`src/rtl/adc_rd_pkg.sv`:
```
package adc_rd_pkg;
  localparam int STAT_BITS = 4;
  typedef enum logic [1:0] {ST_IDLE, ST_WAIT, ST_SHIFT} rd_state_t;
endpackage

```
`src/rtl/adc_rd_sck_gen.sv`:
```
module adc_rd_sck_gen #(
  parameter int DIV_W = 8
) (
  input  logic             clk,
  input  logic             rst,
  input  logic             run,
  input  logic [DIV_W-1:0] clk_div,
  output logic             sck,
  output logic             rise_now,
  output logic             fall_now
);
  logic [DIV_W-1:0] cnt;
  logic [DIV_W-1:0] half;
  logic             last;

  assign half = (clk_div < DIV_W'(2)) ? DIV_W'(2) : clk_div;
  assign last = (cnt == half - DIV_W'(1));
  assign rise_now = run && last && !sck;
  assign fall_now = run && last && sck;

  always_ff @(posedge clk) begin
    if (rst || !run) begin
      cnt <= '0;
      sck <= 1'b0;
    end else if (last) begin
      cnt <= '0;
      sck <= ~sck;
    end else begin
      cnt <= cnt + DIV_W'(1);
    end
  end

  a_r3_idle_low: assert property (@(posedge clk) disable iff (rst)
    !run |=> !sck);
endmodule

```
`src/rtl/adc_rd_shifter.sv`:
```
module adc_rd_shifter #(
  parameter int N = 32
) (
  input  logic                       clk,
  input  logic                       rst,
  input  logic                       clear,
  input  logic                       take,
  input  logic                       din,
  output logic [N-1:0]               word,
  output logic [$clog2(N+1)-1:0]     count
);
  localparam int CW = $clog2(N+1);

  always_ff @(posedge clk) begin
    if (rst || clear) begin
      word  <= '0;
      count <= '0;
    end else if (take) begin
      word  <= {word[N-2:0], din};
      count <= count + CW'(1);
    end
  end

  a_r4_count_bound: assert property (@(posedge clk) disable iff (rst)
    count <= CW'(N));
  a_r4_no_extra_bit: assert property (@(posedge clk) disable iff (rst)
    take |-> count < CW'(N));
endmodule

```
`src/rtl/adc_rd_decode.sv`:
```
module adc_rd_decode #(
  parameter int DATA_W = 24,
  parameter int SUB_W  = 4
) (
  input  logic [adc_rd_pkg::STAT_BITS+DATA_W+SUB_W-1:0] word,
  output logic                chan,
  output logic                sign,
  output logic                rng,
  output logic [DATA_W-1:0]   result,
  output logic [SUB_W-1:0]    sub,
  output logic [DATA_W:0]     signed_val,
  output logic                over,
  output logic                under
);
  localparam int N = adc_rd_pkg::STAT_BITS + DATA_W + SUB_W;

  assign chan   = word[N-2];
  assign sign   = word[N-3];
  assign rng    = word[N-4];
  assign result = word[SUB_W +: DATA_W];
  assign sub    = word[SUB_W-1:0];
  assign over   = rng && sign;
  assign under  = rng && !sign;

  always_comb begin
    if (over)       signed_val = {1'b0, {DATA_W{1'b1}}};
    else if (under) signed_val = {1'b1, {DATA_W{1'b0}}};
    else            signed_val = {~sign, result};
  end
endmodule

```
`src/rtl/adc_frame_reader.sv`:
```
module adc_frame_reader #(
  parameter int DIV_W  = 8,
  parameter int TO_W   = 16,
  parameter int DATA_W = 24,
  parameter int SUB_W  = 4
) (
  input  logic              clk,
  input  logic              rst,
  input  logic              start,
  input  logic [DIV_W-1:0]  clk_div,
  input  logic [TO_W-1:0]   timeout_cycles,
  output logic              cs_n,
  output logic              sck,
  input  logic              sdo,
  output logic              out_valid,
  input  logic              out_ready,
  output logic              out_chan,
  output logic              out_sign,
  output logic              out_range,
  output logic [DATA_W-1:0] out_result,
  output logic [SUB_W-1:0]  out_sub,
  output logic [DATA_W:0]   out_signed,
  output logic              out_over,
  output logic              out_under,
  output logic              timeout_flag,
  output logic              frame_err
);
  import adc_rd_pkg::*;

  localparam int N  = STAT_BITS + DATA_W + SUB_W;
  localparam int CW = $clog2(N+1);

  rd_state_t       state;
  logic [TO_W-1:0] wcnt;
  logic            run, rise_now, fall_now, done;
  logic [N-1:0]    word;
  logic [CW-1:0]   count;

  logic              d_chan, d_sign, d_rng, d_over, d_under;
  logic [DATA_W-1:0] d_result;
  logic [SUB_W-1:0]  d_sub;
  logic [DATA_W:0]   d_signed;

  assign run  = (state == ST_SHIFT);
  assign done = fall_now && (count == CW'(N));

  adc_rd_sck_gen #(.DIV_W(DIV_W)) u_sck (
    .clk(clk), .rst(rst), .run(run), .clk_div(clk_div),
    .sck(sck), .rise_now(rise_now), .fall_now(fall_now)
  );

  adc_rd_shifter #(.N(N)) u_shift (
    .clk(clk), .rst(rst), .clear(!run), .take(rise_now), .din(sdo),
    .word(word), .count(count)
  );

  adc_rd_decode #(.DATA_W(DATA_W), .SUB_W(SUB_W)) u_dec (
    .word(word), .chan(d_chan), .sign(d_sign), .rng(d_rng),
    .result(d_result), .sub(d_sub), .signed_val(d_signed),
    .over(d_over), .under(d_under)
  );

  always_ff @(posedge clk) begin
    if (rst) begin
      state        <= ST_IDLE;
      cs_n         <= 1'b1;
      wcnt         <= '0;
      out_valid    <= 1'b0;
      out_chan     <= 1'b0;
      out_sign     <= 1'b0;
      out_range    <= 1'b0;
      out_result   <= '0;
      out_sub      <= '0;
      out_signed   <= '0;
      out_over     <= 1'b0;
      out_under    <= 1'b0;
      timeout_flag <= 1'b0;
      frame_err    <= 1'b0;
    end else begin
      timeout_flag <= 1'b0;
      frame_err    <= 1'b0;
      if (out_valid && out_ready) out_valid <= 1'b0;
      case (state)
        ST_IDLE: begin
          if (start && !out_valid) begin
            cs_n  <= 1'b0;
            wcnt  <= '0;
            state <= ST_WAIT;
          end
        end
        ST_WAIT: begin
          if (!sdo) begin
            state <= ST_SHIFT;
          end else if (({1'b0, wcnt} + (TO_W+1)'(1)) >= {1'b0, timeout_cycles}) begin
            cs_n         <= 1'b1;
            timeout_flag <= 1'b1;
            state        <= ST_IDLE;
          end else begin
            wcnt <= wcnt + TO_W'(1);
          end
        end
        ST_SHIFT: begin
          if (done) begin
            cs_n  <= 1'b1;
            state <= ST_IDLE;
            if (word[N-1]) begin
              frame_err <= 1'b1;
            end else begin
              out_valid  <= 1'b1;
              out_chan   <= d_chan;
              out_sign   <= d_sign;
              out_range  <= d_rng;
              out_result <= d_result;
              out_sub    <= d_sub;
              out_signed <= d_signed;
              out_over   <= d_over;
              out_under  <= d_under;
            end
          end
        end
        default: state <= ST_IDLE;
      endcase
    end
  end

  a_r2_no_sck_while_busy: assert property (@(posedge clk) disable iff (rst)
    (state == ST_WAIT) |-> !sck);
  a_r3_sck_only_selected: assert property (@(posedge clk) disable iff (rst)
    cs_n |-> !sck);
  a_r7_flags_exclusive: assert property (@(posedge clk) disable iff (rst)
    $onehot0({out_over, out_under}));
  a_r8_timeout_deselects: assert property (@(posedge clk) disable iff (rst)
    timeout_flag |-> (cs_n && !out_valid));
  a_r9_error_no_valid: assert property (@(posedge clk) disable iff (rst)
    frame_err |-> (cs_n && !out_valid));
  a_r10_hold: assert property (@(posedge clk) disable iff (rst)
    (out_valid && !out_ready) |=> (out_valid && $stable(out_signed)
      && $stable(out_result) && $stable(out_sub) && $stable(out_chan)));
endmodule

```
`config.mk`:
```
export PLATFORM = sky130hd
export DESIGN_NAME = adc_frame_reader
export DESIGN_NICKNAME = d
export VERILOG_FILES = /design/src/rtl/adc_rd_pkg.sv /design/src/rtl/adc_rd_sck_gen.sv /design/src/rtl/adc_rd_shifter.sv /design/src/rtl/adc_rd_decode.sv /design/src/rtl/adc_frame_reader.sv
export SDC_FILE = /design/constraint.sdc
export NUM_CORES = 1
export LEC_CHECK = 0
export BUFFER_PORTS_ARGS = -buffer_cell sky130_fd_sc_hd__buf_2
export CAP_MARGIN = 20
export CORE_AREA = 4 4 132 134
export DETAILED_ROUTE_END_ITERATION = 10
export DIE_AREA = 0 0 136 138
export GPL_TIMING_DRIVEN = 0
export MAX_ROUTING_LAYER = met4
export PLACE_DENSITY = 0.63
export SYNTH_ARGS = -nofsm -noshare
export SYNTH_HDL_FRONTEND = slang
export SYNTH_HIERARCHICAL = 1
export SYNTH_SLANG_ARGS = --single-unit
```
`constraint.sdc`:
```
create_clock -name clk -period 8.1 [get_ports clk]
set_input_delay 0.81 -clock clk [delete_from_list [all_inputs] [get_ports clk]]
set_output_delay 0.81 -clock clk [all_outputs]
set_load 0.02 [all_outputs]
```
### After elaboration in Yosys (flattened, before gate mapping)

Cells that the tools add are included.

| cells by class | value |
|---|---|
| equal/unequal tests | 10 |
| reductions and logical operators | 23 |
| mux-type cells | 23 |
| bitwise gates (word level) | 7 |
| $add $sub $neg | 5 |
| order comparisons | 2 |

Operators with widths:

| operator | count |
|---|---|
| 2-to-1 mux 25 bit | 2 |
| 2-to-1 mux 16 bit | 3 |
| one-hot mux 16 bit (2 select lines) | 1 |
| adder 16 x 1 -> 17 bit (second input constant) | 1 |
| >= comparator 17 x 16 -> 1 bit | 1 |
| adder 16 x 1 -> 16 bit (second input constant) | 1 |
| 2-to-1 mux 1 bit | 10 |
| inequality test 2 bit (second input constant) | 5 |
| adder 8 x 1 -> 8 bit (second input constant) | 1 |
| equality test 8 bit | 1 |
| logical AND 1 bit | 8 |
| < comparator 8 x 2 -> 1 bit (second input constant) | 1 |
| 2-to-1 mux 2 bit | 4 |
| 2-to-1 mux 8 bit | 1 |
| subtractor 8 x 1 -> 8 bit (second input constant) | 1 |
| inverter 1 bit | 7 |
| adder 6 x 1 -> 6 bit (second input constant) | 1 |
| equality test 6 bit (second input constant) | 1 |
| one-hot mux 2 bit (3 select lines) | 1 |
| AND reduction 3 bit | 2 |
| OR reduction 3 bit | 2 |
| AND reduction 5 bit | 1 |
| zero test 1 bit | 4 |
| AND reduction 4 bit | 1 |
| 9 further kinds | 9 |

| word-level totals | value |
|---|---|
| flip-flop bits (word level) | 127 |
| word-level logic and storage cells | 88 |
| input bits | 29 |
| output and inout bits | 63 |

### Depth between registers and ports, before layout

| logic depth | value |
|---|---|
| depth after elaboration | 9 |
| mapped depth | 17 |
| depth with buffers taken out | 15 |

### Cells and area by module

Netlist, hierarchy kept.

By module, submodules not included:

| module | seq. area each (um^2) | cells an instance | area each (um^2) | instances |
|---|---|---|---|---|
| adc_frame_reader | 1,601.5 | 509 | 4,015.1 | 1 |
| adc_rd_shifter | 760.7 | 129 | 1,376.3 | 1 |
| adc_rd_sck_gen | 180.2 | 84 | 671.9 | 1 |
| adc_rd_decode | 0.0 | 63 | 643.1 | 1 |

### Worst setup path after synthesis

Ideal clock, no wire load.

| timing path | value |
|---|---|
| kind | input to register |
| start point | input port clk_div[5] |
| end point | register out_signed[10] |
| setup slack | 4.163 ns |
| stages on the path | 17 |
| data required time | 7.968 ns |
| arrival time | 3.804 ns |
| path buffers | 3 |
| library setup time | 0.132 ns |
| path through | nor4_2 > and2_1 > nor2_1 > ha_1 > nor3b_1 > xnor2_1 > nor3_1 > nand2_1 > or4_1 > nor3_1 > nand4_1 > or3_1 > clkbuf_1 > buf_2 > clkbuf_1 > nand2_1 > a21oi_1 |

| on the way | value |
|---|---|
| cells in the longest elaborated chain, start to end | 8 |

Ends and longest elaborated chain:

| element | RTL line | RTL |
|---|---|---|
| from (decl) | adc_frame_reader.sv:10 | `input logic [DIV_W-1:0] clk_div,` |
| < comparator 8 x 2 -> 1 bit | adc_rd_sck_gen.sv:16 | `assign half = (clk_div < DIV_W'(2)) ? DIV_W'(2) : clk_div;` |
| 2-to-1 mux 8 bit (*) | adc_rd_sck_gen.sv:16 |  |
| subtractor 8 x 1 -> 8 bit (*) | adc_rd_sck_gen.sv:17 | `assign last = (cnt == half - DIV_W'(1));` |
| equality test 8 bit (*) | adc_rd_sck_gen.sv:17 |  |
| logical AND 1 bit (*) (2 in a row) | adc_rd_sck_gen.sv:19 | `assign fall_now = run && last && sck;` |
| net fall_now | adc_frame_reader.sv:35 | `logic run, rise_now, fall_now, done;` |
| logical AND 1 bit (*) | adc_frame_reader.sv:45 | `assign done = fall_now && (count == CW'(N));` |
| AND reduction 3 bit (no line) (*) | - |  |
| to (signal assigned) | adc_frame_reader.sv:115 | `out_signed <= d_signed;` |
| to (decl) | adc_frame_reader.sv:22 | `output logic [DATA_W:0] out_signed,` |

Mark *: on every way through the listed nets, which the timed path passes. The rest lies on a longest branch.
A chain may end at the register's enable or synchronous reset.

### Worst setup path in the final report

| timing path | value |
|---|---|
| start point | input port clk_div[5] |
| end point | register out_signed[8] |

Same word-level chain as after synthesis.

==> impl_metrics.csv <==
group,metric,value,unit
outcome,run_status,"completed",
clock_tree,post-cts-setup-buffer-count,0,
synth,post_synth_and_or_nand_nor_area_fraction,21.4,%
floorplanning,fp.dieW,136,µm
critical_path,critPathMaxFanout,10,
global_routing,grt_overflow_total,0,
floorplanning,die_area,18800,µm²
placement,dp.final_hpwl,11100,µm
drt,drt_iter0_markers,319,
flow_run,drv.max_cap_violation_count,0,
clock_tree,cts_max_level,4,
final_layout,antenna_cells_inserted,0,
clock_tree,cts_max_path_buffers,2,
critical_path,path_delay_family,"simple AND/OR/NAND/NOR gates",
synth,main_combinational_cell_family_by_area_after_synthesis,"simple AND/OR/NAND/NOR gates",
power_and_ir_drop,report.power.total,1540,µW
power_and_ir_drop,peakVddDrop,146,µV
floorplanning,rows,47,
placement,gp_congestion,0.835,
power_and_ir_drop,power.leakage,0.00320,µW
global_routing,via_count_of_the_first_global_routing_pass,5323,
placement,placedInstanceArea,7440,µm²
critical_path,timing.critical_path.from_type,"input port",
timing,final.setup_skew,0.0159,ns
synth,syn_nets,838,
critical_path,cpMaxStageDelayCell,"sky130_fd_sc_hd__or4_1",
critical_path,cp.buffers_inverters,4,
timing,setup_repair_after_global_routing_missed_its_margin,"false",
clock_tree,postCtsResizedCells,0,
floorplanning,initial_util,41.2,%
drt,detail_route.wirelength.met1,7420,µm
timing,finalHoldViolCount,0,
drt,vias,5517,
final_layout,drive_gt1_share,25.0,%
synth,share_of_the_synthesized_area_in_compound_gates_ao_oa_aoi_oai,11.8,%
power_and_ir_drop,power_density,192,nW/µm²
critical_path,cp.arrival,4.57,ns
drt,top_signal_layer_used,"met4",
timing,total_negative_setup_slack,0,ns
synth,yosysSeqAreaShare,37.9,%
synth,synth-xor-area-share,4.31,%
floorplanning,core_region_area,16300,µm²
drt,totalWireLength,15500,µm
drt,drc_errors,0,
final_layout,fill_cells,1637,
drt,avgRoutedWirePerCell,13.8,µm
timing,worst_margin_pin_slew,0.716,ns
final_layout,area_growth_syn_to_layout,19.8,%
clock_tree,clk_latency,0.42,ns
global_routing,grt_max_degree,17,
synth,synth_adder_area_share,4.48,%
synth,synthFlopType,"sky130_fd_sc_hd__dfxtp_1",
final_layout,final_cell_count_no_fill,1128,
timing,layout_min_cycle_time,4.28,ns
timing,post_route_setup_slack,3.82,ns
placement,placement.io_buffers,91,
critical_path,timing.setup.critical_path_class,"in -> reg",
clock_tree,clkTransAtPathRegs,0.07,ns
timing,maxClockFrequency,234,MHz
floorplanning,boundaryPins,92,
final_layout,area_of_the_multi_input_gates,3550,µm²
synth,synth_async_sr_flop_share,0,%
clock_tree,cts.sink_count,127,
drt,met3_wirelength,431,µm
placement,dpl.cell_count,1096,
critical_path,cpPeakStageDelay,0.50,ns
final_layout,num-nets-final,948,
critical_path,cp_cell_sequence,"buf_2 -> nor4_2 -> and2_1 -> nor2_1 -> ha_1 -> nor3b_1 -> xnor2_1 -> nor3_1 -> nand2_1 -> or4_1 -> nor3_1 -> nand4_1 -> or3_1 -> clkbuf_1 -> buf_2 -> clkbuf_1 -> nand2_1 -> a21oi_1",
synth,yosys-mux-area-fraction,11.0,%
synth,synth-warning-count,6,
synth,synthesis.area,6710,µm²
floorplanning,die_h,138,µm
timing,finalSetupViolCount,0,
timing,final_number_of_max_transition_violations,0,
clock_tree,cts_made_buffers,17,
timing,period_share,52.9,%
hold_path,hp-class,"reg -> reg",
drt,drtPass1Iterations,4,
synth,netlist_instances,785,
synth,ys_ff_latch,127,
synth,synth.avg_cell_area,8.54,µm²
clock_tree,ctsHoldBuffers,0,
critical_path,required,8.39,ns
placement,setup_slack_after_placement,3.39,ns
final_layout,seqCellArea,2540,µm²
synth,synth_edf_count,0,
drt,met2_wirelength,7460,µm
global_routing,grt_first_pass_wirelength,26100,µm
drt,ant_nets,0,
global_routing,grt_use_total,17.7,%
drt,routed_via_density,4.89,
final_layout,postLayoutCellArea,8040,µm²
timing,worst_slew_margin_rel,51.7,%
clock_tree,cts_tree,"built",
global_routing,antenna_found_initial,0,
clock_tree,cts_root_buffer,"sky130_fd_sc_hd__clkbuf_16",
synth,ys_types,64,
critical_path,setup.worst_path.end_class,"register",
through the flow:
stage,util (%),hold WS (ns)
detailed placement,45.7,0.444
floorplan,-,0.440
global route,49.3,0.463
global placement,45.7,0.441
finish,49.3,0.449
CTS,49.3,0.452
flip-flops by register name, summed over array words and instances (netlist names), 2 cells and up:
signal / count
out_sub: 4
out_result: 24
out_signed: 25
u_shift/count: 6
u_shift/word: 32
u_sck/cnt: 8
state: 2
wcnt: 16
final timing paths:
| path | depth (start not counted) | slack (ns) | from | end |
|---|---|---|---|---|
| min reg2reg | 2 | 0.45 | out_signed[18] | out_signed[18] |
| max reg2reg | 13 | 4.47 | wcnt[0] | wcnt[0] |
| min | 2 | 0.45 | out_signed[18] | out_signed[18] |
| max | 18 | 3.82 | clk_div[5] | out_signed[8] |
placed cells by master, fill, tap and decap left out, drive strengths merged, types with 11 or more instances in the layout:
cell type | Yosys | final
dfxtp | 127 | 127
nand4 | 11 | 11
o21ai | 13 | 13
buf | 57 | 148
xnor2 | 19 | 19
nor2 | 62 | 62
nor3 | 11 | 11
inv | 25 | 33
mux2i | 40 | 40
clkbuf | 24 | 41
a21oi | 78 | 78
nand2 | 147 | 147
ha | 24 | 24
mux2 | 24 | 24
nand3 | 15 | 15
xor2 | 14 | 14
power breakdown:
group	leakage, µW	internal (µW)	switching [µW]
clock	0.000284	462	310
combinational	0.00190	45.4	87.7
sequential	0.00102	629	5.17
layer usage:
| layer | track usage (%) | vias up |
|---|---|---|
| met1 | 22.3 | 2579 |
| met3 | 3.27 | 16 |
| li1 | - | 2859 |
| met5 | - | - |
| met2 | 28.4 | 63 |
| met4 | 5.94 | 0 |
worst reg2reg max path: cells and delay by family (launching register included):
family / cells / cell delay (ns)
fa+ha+maj: 2 / 0.57
buf+inv: 1 / 0.18
compound gates: 6 / 1.29
flops: 1 / 0.46
xor+xnor: 1 / 0.22
simple gates: 3 / 0.83
cell usage after synthesis, types with 2 or more instances:
| library cell | instances | share of area, % |
|---|---|---|
| sky130_fd_sc_hd__nand2_1 | 147 | 8.2 |
| sky130_fd_sc_hd__dfxtp_1 | 127 | 38 |
| sky130_fd_sc_hd__a21oi_1 | 77 | 5.7 |
| sky130_fd_sc_hd__nor2_1 | 61 | 3.4 |
| sky130_fd_sc_hd__mux2i_1 | 40 | 6.0 |
| sky130_fd_sc_hd__buf_4 | 37 | 4.1 |
| sky130_fd_sc_hd__inv_1 | 25 | 1.4 |
| sky130_fd_sc_hd__ha_1 | 24 | 4.5 |
| sky130_fd_sc_hd__clkbuf_1 | 22 | 1.2 |
| sky130_fd_sc_hd__xnor2_1 | 19 | 2.5 |
| sky130_fd_sc_hd__mux2_4 | 18 | 4.0 |
| sky130_fd_sc_hd__buf_2 | 14 | 1.0 |
| sky130_fd_sc_hd__xor2_1 | 14 | 1.8 |
| sky130_fd_sc_hd__nand3_1 | 13 | 0.97 |
| sky130_fd_sc_hd__nor3_1 | 10 | 0.75 |
| sky130_fd_sc_hd__o21ai_0 | 10 | 0.75 |
| sky130_fd_sc_hd__nand4_1 | 9 | 0.84 |
| sky130_fd_sc_hd__o211ai_1 | 9 | 1.0 |
| sky130_fd_sc_hd__a31oi_1 | 8 | 0.75 |
| sky130_fd_sc_hd__nand2b_1 | 8 | 0.75 |
| sky130_fd_sc_hd__and3_1 | 7 | 0.65 |
| sky130_fd_sc_hd__mux2_2 | 6 | 1.0 |
| sky130_fd_sc_hd__nor3b_1 | 6 | 0.67 |
| sky130_fd_sc_hd__nand3b_1 | 5 | 0.56 |
| sky130_fd_sc_hd__or3_1 | 5 | 0.47 |
| sky130_fd_sc_hd__nor2b_1 | 4 | 0.37 |
| sky130_fd_sc_hd__nor4b_1 | 4 | 0.52 |
| sky130_fd_sc_hd__or2_2 | 4 | 0.37 |
| sky130_fd_sc_hd__a21o_1 | 3 | 0.34 |
| sky130_fd_sc_hd__and2_1 | 3 | 0.28 |
| sky130_fd_sc_hd__buf_6 | 3 | 0.50 |
| sky130_fd_sc_hd__o21ai_1 | 3 | 0.22 |
| sky130_fd_sc_hd__a211oi_1 | 2 | 0.22 |
| sky130_fd_sc_hd__a211oi_2 | 2 | 0.37 |
| sky130_fd_sc_hd__a221oi_1 | 2 | 0.26 |
| sky130_fd_sc_hd__clkbuf_2 | 2 | 0.15 |
| sky130_fd_sc_hd__nand3_2 | 2 | 0.30 |
| sky130_fd_sc_hd__nand4_2 | 2 | 0.37 |
| sky130_fd_sc_hd__nor4_2 | 2 | 0.37 |
| sky130_fd_sc_hd__or4_1 | 2 | 0.22 |
cell families (layout without fill, tap and decap cells):
logic type      count (synthesis)  in the layout
simple gates                  303            303
compound gates                127            127
flops                         127            127
buf+inv                       107            230
mux                            64             64
xor+xnor                       33             33
fa+ha+maj                      24             24
final cells by class:
cell class | count | share of cell area (%)
multi-input combinational | 551 | 44.2
sequential | 127 | 31.6
buffer | 81 | 6.38
timing repair buffer | 91 | 5.67
clock buffer | 17 | 5.29
tap | 220 | 3.43
clock inverter | 15 | 2.15
inverter | 26 | 1.21
(Power assumes the default switching activity.)
